## src/rtl/bp_pkg.sv

```systemverilog
package bp_pkg;
  typedef enum logic [1:0] {
    CTR_SNT = 2'd0,
    CTR_WNT = 2'd1,
    CTR_WT  = 2'd2,
    CTR_ST  = 2'd3
  } ctr_e;
endpackage

```

## src/rtl/bp_ctr_step.sv

```systemverilog
// Single shared saturating increment/decrement unit.
module bp_ctr_step
  import bp_pkg::*;
(
  input  ctr_e cur_i,
  input  logic taken_i,
  output ctr_e nxt_o
);
  always_comb begin
    nxt_o = cur_i;
    if (taken_i) begin
      if (cur_i != CTR_ST) nxt_o = ctr_e'(cur_i + 2'd1);
    end else begin
      if (cur_i != CTR_SNT) nxt_o = ctr_e'(cur_i - 2'd1);
    end
  end
endmodule

```

## src/rtl/bp_hist_file.sv

```systemverilog
module bp_hist_file #(
  parameter int unsigned HIST_W = 4,
  parameter int unsigned SEL_W  = 2,
  localparam int unsigned NUM   = 1 << SEL_W,
  localparam int unsigned SELW  = (SEL_W > 0) ? SEL_W : 1
) (
  input  logic              clk_i,
  input  logic              rst_ni,
  input  logic [SELW-1:0]   lk_sel_i,
  input  logic [SELW-1:0]   up_sel_i,
  input  logic              up_we_i,
  input  logic              up_taken_i,
  output logic [HIST_W-1:0] lk_hist_o,
  output logic [HIST_W-1:0] up_hist_o
);
  logic [HIST_W-1:0] hist_q [NUM];
  logic [HIST_W:0]   shifted;

  assign lk_hist_o = hist_q[lk_sel_i];
  assign up_hist_o = hist_q[up_sel_i];
  assign shifted   = {up_hist_o, up_taken_i};

  for (genvar g = 0; g < NUM; g++) begin : g_reg
    always_ff @(posedge clk_i or negedge rst_ni) begin
      if (!rst_ni)                              hist_q[g] <= '0;
      else if (up_we_i && up_sel_i == SELW'(g)) hist_q[g] <= shifted[HIST_W-1:0];
    end

    a_r8_hist_hold: assert property (@(posedge clk_i) disable iff (!rst_ni)
      !(up_we_i && up_sel_i == SELW'(g)) |=> $stable(hist_q[g]));
  end

  a_r2_shift_in: assert property (@(posedge clk_i) disable iff (!rst_ni)
    up_we_i |=> hist_q[$past(up_sel_i)][0] == $past(up_taken_i));

  if (HIST_W > 1) begin : g_shift_chk
    a_r2_shift_up: assert property (@(posedge clk_i) disable iff (!rst_ni)
      up_we_i |=> hist_q[$past(up_sel_i)][HIST_W-1:1] == $past(up_hist_o[HIST_W-2:0]));
  end
endmodule

```

## src/rtl/bp_pht.sv

```systemverilog
module bp_pht
  import bp_pkg::*;
#(
  parameter int unsigned IDX_W     = 5,
  parameter ctr_e        RESET_VAL = CTR_WNT,
  localparam int unsigned DEPTH    = 1 << IDX_W
) (
  input  logic             clk_i,
  input  logic             rst_ni,
  input  logic [IDX_W-1:0] lk_idx_i,
  input  logic [IDX_W-1:0] up_idx_i,
  input  logic             up_we_i,
  input  ctr_e             up_wdata_i,
  output ctr_e             lk_ctr_o,
  output ctr_e             up_ctr_o
);
  ctr_e mem_q [DEPTH];

  assign lk_ctr_o = mem_q[lk_idx_i];
  assign up_ctr_o = mem_q[up_idx_i];

  for (genvar g = 0; g < DEPTH; g++) begin : g_ent
    always_ff @(posedge clk_i or negedge rst_ni) begin
      if (!rst_ni)                               mem_q[g] <= RESET_VAL;
      else if (up_we_i && up_idx_i == IDX_W'(g)) mem_q[g] <= up_wdata_i;
    end

    a_r8_ctr_hold: assert property (@(posedge clk_i) disable iff (!rst_ni)
      !(up_we_i && up_idx_i == IDX_W'(g)) |=> $stable(mem_q[g]));
  end
endmodule

```

## src/rtl/bp_two_level.sv

```systemverilog
module bp_two_level
  import bp_pkg::*;
#(
  parameter int unsigned PC_W        = 32,
  parameter int unsigned PC_LSB      = 2,
  parameter int unsigned HIST_W      = 4,
  parameter int unsigned HSEL_W      = 2,
  parameter int unsigned TSEL_W      = 1,
  parameter bit          RESET_TAKEN = 1'b0,
  parameter bit          LOOKUP_REG  = 1'b0,
  localparam int unsigned HSELW      = (HSEL_W > 0) ? HSEL_W : 1,
  localparam int unsigned IDX_W      = TSEL_W + HIST_W,
  localparam ctr_e        RESET_VAL  = RESET_TAKEN ? CTR_WT : CTR_WNT
) (
  input  logic            clk_i,
  input  logic            rst_ni,
  input  logic [PC_W-1:0] lk_pc_i,
  output logic            lk_taken_o,
  input  logic            up_valid_i,
  input  logic [PC_W-1:0] up_pc_i,
  input  logic            up_taken_i
);
  logic [HSELW-1:0]  lk_hsel, up_hsel;
  logic [HIST_W-1:0] lk_hist, up_hist;
  logic [IDX_W-1:0]  lk_idx, up_idx;
  ctr_e              lk_ctr, up_ctr, up_nxt;

  if (HSEL_W > 0) begin : g_hsel
    assign lk_hsel = lk_pc_i[PC_LSB +: HSEL_W];
    assign up_hsel = up_pc_i[PC_LSB +: HSEL_W];
  end else begin : g_hsel_glob
    assign lk_hsel = '0;
    assign up_hsel = '0;
  end

  if (TSEL_W > 0) begin : g_tsel
    assign lk_idx = {lk_pc_i[PC_LSB+HSEL_W +: TSEL_W], lk_hist};
    assign up_idx = {up_pc_i[PC_LSB+HSEL_W +: TSEL_W], up_hist};
  end else begin : g_tsel_shared
    assign lk_idx = lk_hist;
    assign up_idx = up_hist;
  end

  bp_hist_file #(.HIST_W(HIST_W), .SEL_W(HSEL_W)) u_hist (
    .clk_i      (clk_i),
    .rst_ni     (rst_ni),
    .lk_sel_i   (lk_hsel),
    .up_sel_i   (up_hsel),
    .up_we_i    (up_valid_i),
    .up_taken_i (up_taken_i),
    .lk_hist_o  (lk_hist),
    .up_hist_o  (up_hist)
  );

  bp_pht #(.IDX_W(IDX_W), .RESET_VAL(RESET_VAL)) u_pht (
    .clk_i      (clk_i),
    .rst_ni     (rst_ni),
    .lk_idx_i   (lk_idx),
    .up_idx_i   (up_idx),
    .up_we_i    (up_valid_i),
    .up_wdata_i (up_nxt),
    .lk_ctr_o   (lk_ctr),
    .up_ctr_o   (up_ctr)
  );

  bp_ctr_step u_step (
    .cur_i   (up_ctr),
    .taken_i (up_taken_i),
    .nxt_o   (up_nxt)
  );

  if (LOOKUP_REG) begin : g_lk_reg
    logic taken_q;
    always_ff @(posedge clk_i or negedge rst_ni) begin
      if (!rst_ni) taken_q <= RESET_TAKEN;
      else         taken_q <= lk_ctr[1];
    end
    assign lk_taken_o = taken_q;
  end else begin : g_lk_comb
    assign lk_taken_o = lk_ctr[1];
  end

  // the counter never moves against the outcome and never by more than one step
  a_r5_direction: assert property (@(posedge clk_i) disable iff (!rst_ni)
    up_valid_i |-> (up_taken_i ? (up_nxt >= up_ctr) : (up_nxt <= up_ctr)));

  a_r5_one_step: assert property (@(posedge clk_i) disable iff (!rst_ni)
    up_valid_i |-> ((up_nxt == up_ctr) ? (up_ctr == (up_taken_i ? CTR_ST : CTR_SNT))
                                       : ($countones(2'(up_nxt - up_ctr) ^ (up_taken_i ? 2'd1 : 2'd3)) == 0)));
endmodule

```

## config.mk

```make
export PLATFORM = sky130hd
export DESIGN_NAME = bp_two_level
export DESIGN_NICKNAME = d
export VERILOG_FILES = /design/src/rtl/bp_pkg.sv /design/src/rtl/bp_ctr_step.sv /design/src/rtl/bp_hist_file.sv /design/src/rtl/bp_pht.sv /design/src/rtl/bp_two_level.sv
export SDC_FILE = /design/constraint.sdc
export NUM_CORES = 1
export LEC_CHECK = 0
export BUFFER_PORTS_ARGS = -buffer_cell sky130_fd_sc_hd__buf_4
export CAP_MARGIN = 20
export CORE_MARGIN = 4
export CORE_UTILIZATION = 55
export CTS_BUF_LIST = sky130_fd_sc_hd__clkbuf_2 sky130_fd_sc_hd__clkbuf_4 sky130_fd_sc_hd__clkbuf_8
export CTS_CLUSTER_DIAMETER = 120
export CTS_CLUSTER_SIZE = 12
export DETAILED_ROUTE_END_ITERATION = 16
export PLACE_DENSITY = 0.78
export SLEW_MARGIN = 30
export SYNTH_ARGS = -nofsm -noshare
export SYNTH_HDL_FRONTEND = slang
export SYNTH_SLANG_ARGS = --single-unit
```

## constraint.sdc

```tcl
create_clock -name clk_i -period 7.6 [get_ports clk_i]
set_input_delay 0.38 -clock clk_i [delete_from_list [all_inputs] [get_ports clk_i]]
set_output_delay 0.38 -clock clk_i [all_outputs]
set_load 0.05 [all_outputs]
```

# Word-level counts from Yosys, hierarchy flattened
# Index checks and enable logic that the tools add are counted.
[word_totals]
word_cells = 135
output_inout_bits = 1
in_bits = 68
rom_bits = 0
memories = 0
ram_bits = 0
regBits = 80
latch_bits = 0
[op_classes]
shift = 0
div = 0
eq_ne = 35
reduce_logical = 39
addsub = 2
order_cmp = 4
muxes = 15
bitwise_logic = 4
n_mul = 0
[ops]
columns = ["cell", "n"]
rows = [
  ["5-bit == test, second input constant", 16],
  ["5-bit by 4-bit == test with 1-bit output, second input constant", 8],
  ["1-bit logical AND", 36],
  ["2-bit binary-select mux with 5-bit select", 2],
  ["5-bit by 3-bit == test with 1-bit output, second input constant", 4],
  ["4-bit binary-select mux with 2-bit select", 2],
  ["4-bit 2-to-1 mux", 4],
  ["2-bit 2-to-1 mux", 7],
  ["6-bit greater-or-equal comparator, second input constant", 2],
  ["5-bit NOT with 6-bit output", 2],
  ["5-bit by 2-bit == test with 1-bit output, second input constant", 2],
  ["3-bit greater-or-equal comparator, second input constant", 2],
  ["2-bit NOT with 3-bit output", 2],
  ["5-bit by 1-bit == test with 1-bit output, second input constant", 1],
  ["5-bit zero test", 1],
  ["2-bit == test, second input constant", 2],
  ["2-bit by 1-bit adder with 2-bit output, second input constant", 1],
  ["2-bit by 1-bit == test with 1-bit output, second input constant", 1],
  ["2-bit zero test", 1],
  ["2-bit != test, second input constant", 1],
  ["2-bit nonzero test", 1],
  ["2-bit by 1-bit subtractor with 2-bit output, second input constant", 1],
]

# Logic depth before layout (Yosys ltp)
[depth]
depth_word = 11
mapped_depth = 11
mapped_depth_nobuf = 7

# By module
# From an unflattened synthesis, not the netlist that was laid out.
[unflattened]
hier_cells = 360
hier_area_um2 = 4708.3
[modules_own_cells]
columns = ["mod", "area_each_um2", "n_inst", "cells_per_inst", "seq_area_each_um2"]
rows = [
  ["bp_pht", 3832.4, 1, 311, 1641.6],
  ["bp_hist_file", 849.6, 1, 46, 400.4],
  ["bp_ctr_step", 26.3, 1, 3, 0.0],
]

# Least setup slack after synthesis
# OpenSTA, ideal clock, no wires.
[synth_timing]
kind = "input-to-output"
start = "input lk_pc_i[2]"
end = "output lk_taken_o"
t_arrival_ps = 2510
path_slack_ps = 4710
t_required_ps = 7220
path_stages = 7
n_path_buf = 2
cell_sequence = "clkbuf_1 > mux4_2 > buf_2 > mux4_2 > mux2i_1 > mux4_2 > inv_1"
[synth_between]
elab_chain_len = 8
[synth_rtl]
columns = ["item", "line", "rtl"]
rows = [
  ["start: declaration", "bp_two_level.sv:17", "input logic [PC_W-1:0] lk_pc_i,"],
  ["2-bit NOT with 3-bit output (implied by the code)", "bp_hist_file.sv:19", "assign lk_hist_o = hist_q[lk_sel_i];"],
  ["4-bit binary-select mux with 2-bit select", "bp_hist_file.sv:19", ""],
  ["4-bit 2-to-1 mux (implied by the code) (2 in a row)", "bp_hist_file.sv:19", ""],
  ["5-bit NOT with 6-bit output (implied by the code)", "bp_pht.sv:19", "assign lk_ctr_o = mem_q[lk_idx_i];"],
  ["2-bit binary-select mux with 5-bit select", "bp_pht.sv:19", ""],
  ["2-bit 2-to-1 mux (implied by the code) (2 in a row)", "bp_pht.sv:19", ""],
  ["end: declaration", "bp_two_level.sv:18", "output logic lk_taken_o,"],
]
# Every way passes these cells. The select of a mux whose other input is x is not followed.

# Worst setup path in the final report
[layout_timing]
start = "register u_hist.hist_q[1] (netlist name)"
end = "register u_pht.mem_q[24] (netlist name)"
[layout_between]
elab_chain_len = 10
word_cells_on_any_way = 16
cone_classes = "add/sub: 2; eq/ne: 2; mux: 9; bitwise: 1; reduce/logical: 2"
[layout_rtl]
columns = ["item", "line", "rtl"]
rows = [
  ["start: declaration", "bp_hist_file.sv:16", "logic [HIST_W-1:0] hist_q [NUM];"],
  ["start signal: indexed assignment", "bp_hist_file.sv:26", "else if (up_we_i && up_sel_i == SELW'(g)) hist_q[g] <= shifted[HIST_W-1:0];"],
  ["4-bit binary-select mux with 2-bit select *", "bp_hist_file.sv:20", "assign up_hist_o = hist_q[up_sel_i];"],
  ["4-bit 2-to-1 mux (implied by the code) * (2 in a row)", "bp_hist_file.sv:20", ""],
  ["5-bit NOT with 6-bit output (implied by the code)", "bp_pht.sv:20", "assign up_ctr_o = mem_q[up_idx_i];"],
  ["2-bit binary-select mux with 5-bit select", "bp_pht.sv:20", ""],
  ["2-bit 2-to-1 mux (implied by the code) (2 in a row)", "bp_pht.sv:20", ""],
  ["2-bit by 1-bit subtractor with 2-bit output, or another cell as far along", "bp_ctr_step.sv:14", "if (cur_i != CTR_SNT) nxt_o = ctr_e'(cur_i - 2'd1);"],
  ["2-bit 2-to-1 mux (on tied branches)", "bp_ctr_step.sv:14, bp_ctr_step.sv:12", ""],
  ["2-bit 2-to-1 mux", "bp_ctr_step.sv:11", "if (taken_i) begin"],
  ["end signal: indexed assignment", "bp_pht.sv:25", "else if (up_we_i && up_idx_i == IDX_W'(g)) mem_q[g] <= up_wdata_i;"],
  ["end: declaration", "bp_pht.sv:17", "ctr_e mem_q [DEPTH];"],
]
# Every way passes the cells marked *; elsewhere a longest branch is shown, timed or not. The select of a mux whose other input is x is not followed.
# A chain may end at the register's enable or synchronous reset.

==> results_dict.tcl <==
set metrics [dict create \
    status "finished clean" \
    tritoncts "built" \
    rsz0062_at_grt "no" \
    antenna_found_initial 0 \
    hpwlAfterDp_um 6870 \
    cts_buffer_depth 2 \
    drt_iter0_drc 273 \
    cts_root_buf "clkbuf_8" \
    cts_buffers 9 \
    vias 3193 \
    grt_max_degree 81 \
    clockPowerShare_pct 17.6 \
    hold_buffers 0 \
    avgSynthCellArea_sq_um 10.6 \
    p_seq_share_pct 40.9 \
    finalClockSkew_ns 0.0125 \
    hold_path_class "in -> async" \
    dpl_cell_area_sq_um 4470 \
    gr-usage-met1_pct 29.7 \
    grt_pass1_wl_um 16600 \
    die-area_sq_um 9520 \
    min_period_ns 3.20 \
    clock-sinks 80 \
    fin_crit_sh_pct 42.2 \
    synth_warnings 0 \
    ys_ff_latch 80 \
    r2r_setup_slack_ns 4.40 \
    rows 32 \
    crit_chain "mux4_2 > and2b_1 > a22oi_1 > a21o_1 > and4_4 > maj3_2 > o21ai_0" \
    crit_path_top_delay_cell "mux4_2" \
    drv_slew 0 \
    gp_congestion 0.860 \
    firstDrtPassIters 5 \
    wire_per_inst_um 18.7 \
    peakVddDrop_mv 0.159 \
    drv_cap 0 \
    pwr-share-comb_pct 41.5 \
    postCtsSetupBuffers 0 \
    power_leakage_nw 1.92 \
    max-slew-margin-rel_pct 51.9 \
    switching_share_pct 40.2 \
    cts_resized 0 \
    synth_fp_nets 484 \
    grt-ovfl-total 0 \
    power.total_mw 1.85 \
    drc 0 \
    timing_hold_violations_final 0 \
    synth.area.top_cells "dfrtp_1 (27%), dfstp_2 (19%), nand2_1 (9.5%)" \
    slowest_delay_ns 0.81 \
    coreArea_sq_um 7770 \
    viasPerCell 6.06 \
    met3_usage_pct 3.80 \
    setup_viol 0 \
    io_pins 69 \
    syn_to_final_growth_pct 6.16 \
    setup_tns_ns 0 \
    grt_pass1_vias 3267 \
    fp.dieH_um 97.6 \
    synth-edff-count 0 \
    synthTopCellsByCount "nand2_1 (112), dfrtp_1 (48), mux2i_1 (38), dfstp_2 (32), o21ai_0 (30)" \
    path_clk_slew_ns 0.09 \
    critPathLaunchType "flip-flop" \
    synth.cell_area_sq_um 4410 \
    worstSkewPairLatency_ns 0.36 \
    yosysTopAreaCellShare_pct 27.2 \
    postSynthCellCount 416 \
    powerDensity_nw_per_um2 394 \
    totalWireLength_um 9880 \
    fin_area_sq_um 4680 \
    p_sw_mw 0.741 \
    io_buffer_count 10 \
    max_slew.worst_pin.slew_ns 0.721 \
    start_util_pct 56.8 \
    seq_area_frac_synth_pct 46.3 \
    fin_nets 488 \
    ys_async_sr_fraction_pct 100 \
    top_usage_layer "met2" \
    cts_max_level 3 \
    path_class "reg -> reg" \
    n_antenna_cell 0 \
    p_int_mw 1.10 \
    use_met2_pct 35.3 \
    synth_cell_types 42 \
    worstPathArrival_ns 3.48 \
    drive_above_1_share_pct 27.1 \
    fmax_mhz 312 \
    crit_fanout 28 \
    cp.required_ns 7.87 \
    drtAntennaViolNets 0 \
    yosys_most_used_dff "dfrtp_1" \
    die_w_um 97.6 \
    end_kind "flip-flop" \
    netlist.top_cell.by_area "dfrtp_1" \
    grt_use_total_pct 21.9 \
    post-synth-top-count-cell "nand2_1" \
]
==> critical path, delay by kind of cell (launching register included) <==
family | cells | cell delay [ns]
AOI/OAI and AO/OA | 3 | 0.66
adders and majority gates | 1 | 0.50
DFF | 1 | 0.42
muxes | 1 | 0.81
and+or+nand+nor | 2 | 0.70
==> state kept, by name, indices dropped and copies added (netlist names) <==
register and cells:
u_hist.hist_q 16, u_pht.mem_q 64
==> layout by cell type (no fill, tap or decap), types with 3 or more instances in the layout <==
cell type,instances
nand2_1,112
dfrtp_1,48
mux2i_1,38
dfstp_2,32
o21ai_0,30
o21ai_2,20
o21ai_1,20
mux4_2,17
mux2_2,12
a22oi_1,10
clkbuf_8,10
buf_4,9
nor2_1,7
nor2b_1,5
nand2b_1,5
nor3b_1,5
and3_1,4
and2_1,4
maj3_2,4
inv_1,3
clkinv_4,3
==> final timing paths <==
kind / from / end / cells past startpoint
max: u_hist.hist_q[1]$_DFFE_PN0P_ / u_pht.mem_q[24]$_DFFE_PN1P_ / 7
min: rst_ni / u_pht.mem_q[1]$_DFFE_PN0P_ / 1
max reg2reg: u_hist.hist_q[1]$_DFFE_PN0P_ / u_pht.mem_q[24]$_DFFE_PN1P_ / 7
min reg2reg: u_pht.mem_q[56]$_DFFE_PN1P_ / u_pht.mem_q[56]$_DFFE_PN1P_ / 2
max in group asynchronous: rst_ni / u_hist.hist_q[7]$_DFFE_PN0P_ / 1
min in group clk_i: up_taken_i / u_hist.hist_q[12]$_DFFE_PN0P_ / 2
==> power by group through the flow <==
stage | clock network, mW | logic, mW | registers, mW
floorplan | 0 | 0.637 | 0.716
global placement | 0 | 0.736 | 0.746
detailed placement | 0 | 0.765 | 0.758
CTS | 0.328 | 0.765 | 0.751
global route | 0.345 | 0.843 | 0.775
finish | 0.325 | 0.765 | 0.755
==> routing by layer <==
layer	share of wire, %	wire [um]	vias to the layer above
li1	-	-	1500
met1	44	4370	1580
met2	49	4850	95
met3	4.8	472	18
met4	1.9	189	0
met5	0	0	-
==> through the flow <==
step / instances / setup slack (ns) / hold WS (ns) / util (%)
2_1_floorplan: 416 / 4.71 / 0.0844 / -
3_3_place_gp: 511 / 4.34 / 0.459 / 57.6
3_5_place_dp: 511 / 4.22 / 0.463 / 57.6
4_1_cts: 527 / 4.42 / 0.215 / 60.2
5_1_grt: 527 / 4.31 / 0.110 / 60.3
6_report: 527 / 4.40 / 0.0574 / 60.3
==> cells by family after synthesis <==
| kind of cell | Yosys count | share of synthesized area, % |
|---|---|---|
| simple gates | 155 | 15.7 |
| mux | 67 | 20.4 |
| buf+inv | 20 | 3.46 |
| fa+ha+maj | 4 | 1.02 |
| flops | 80 | 46.3 |
| compound gates | 90 | 13.1 |
==> area by class of cell <==
type	count	area, sq um
clock inverters	6	68.8
clock buffers	10	138
flip-flops and latches	80	2040
repair buffers	10	78.8
multi-input cells	316	2220
inverters	3	11.3
fillers	646	3090
well taps	102	128
Note: power is estimated with default switching activity, not from simulation.
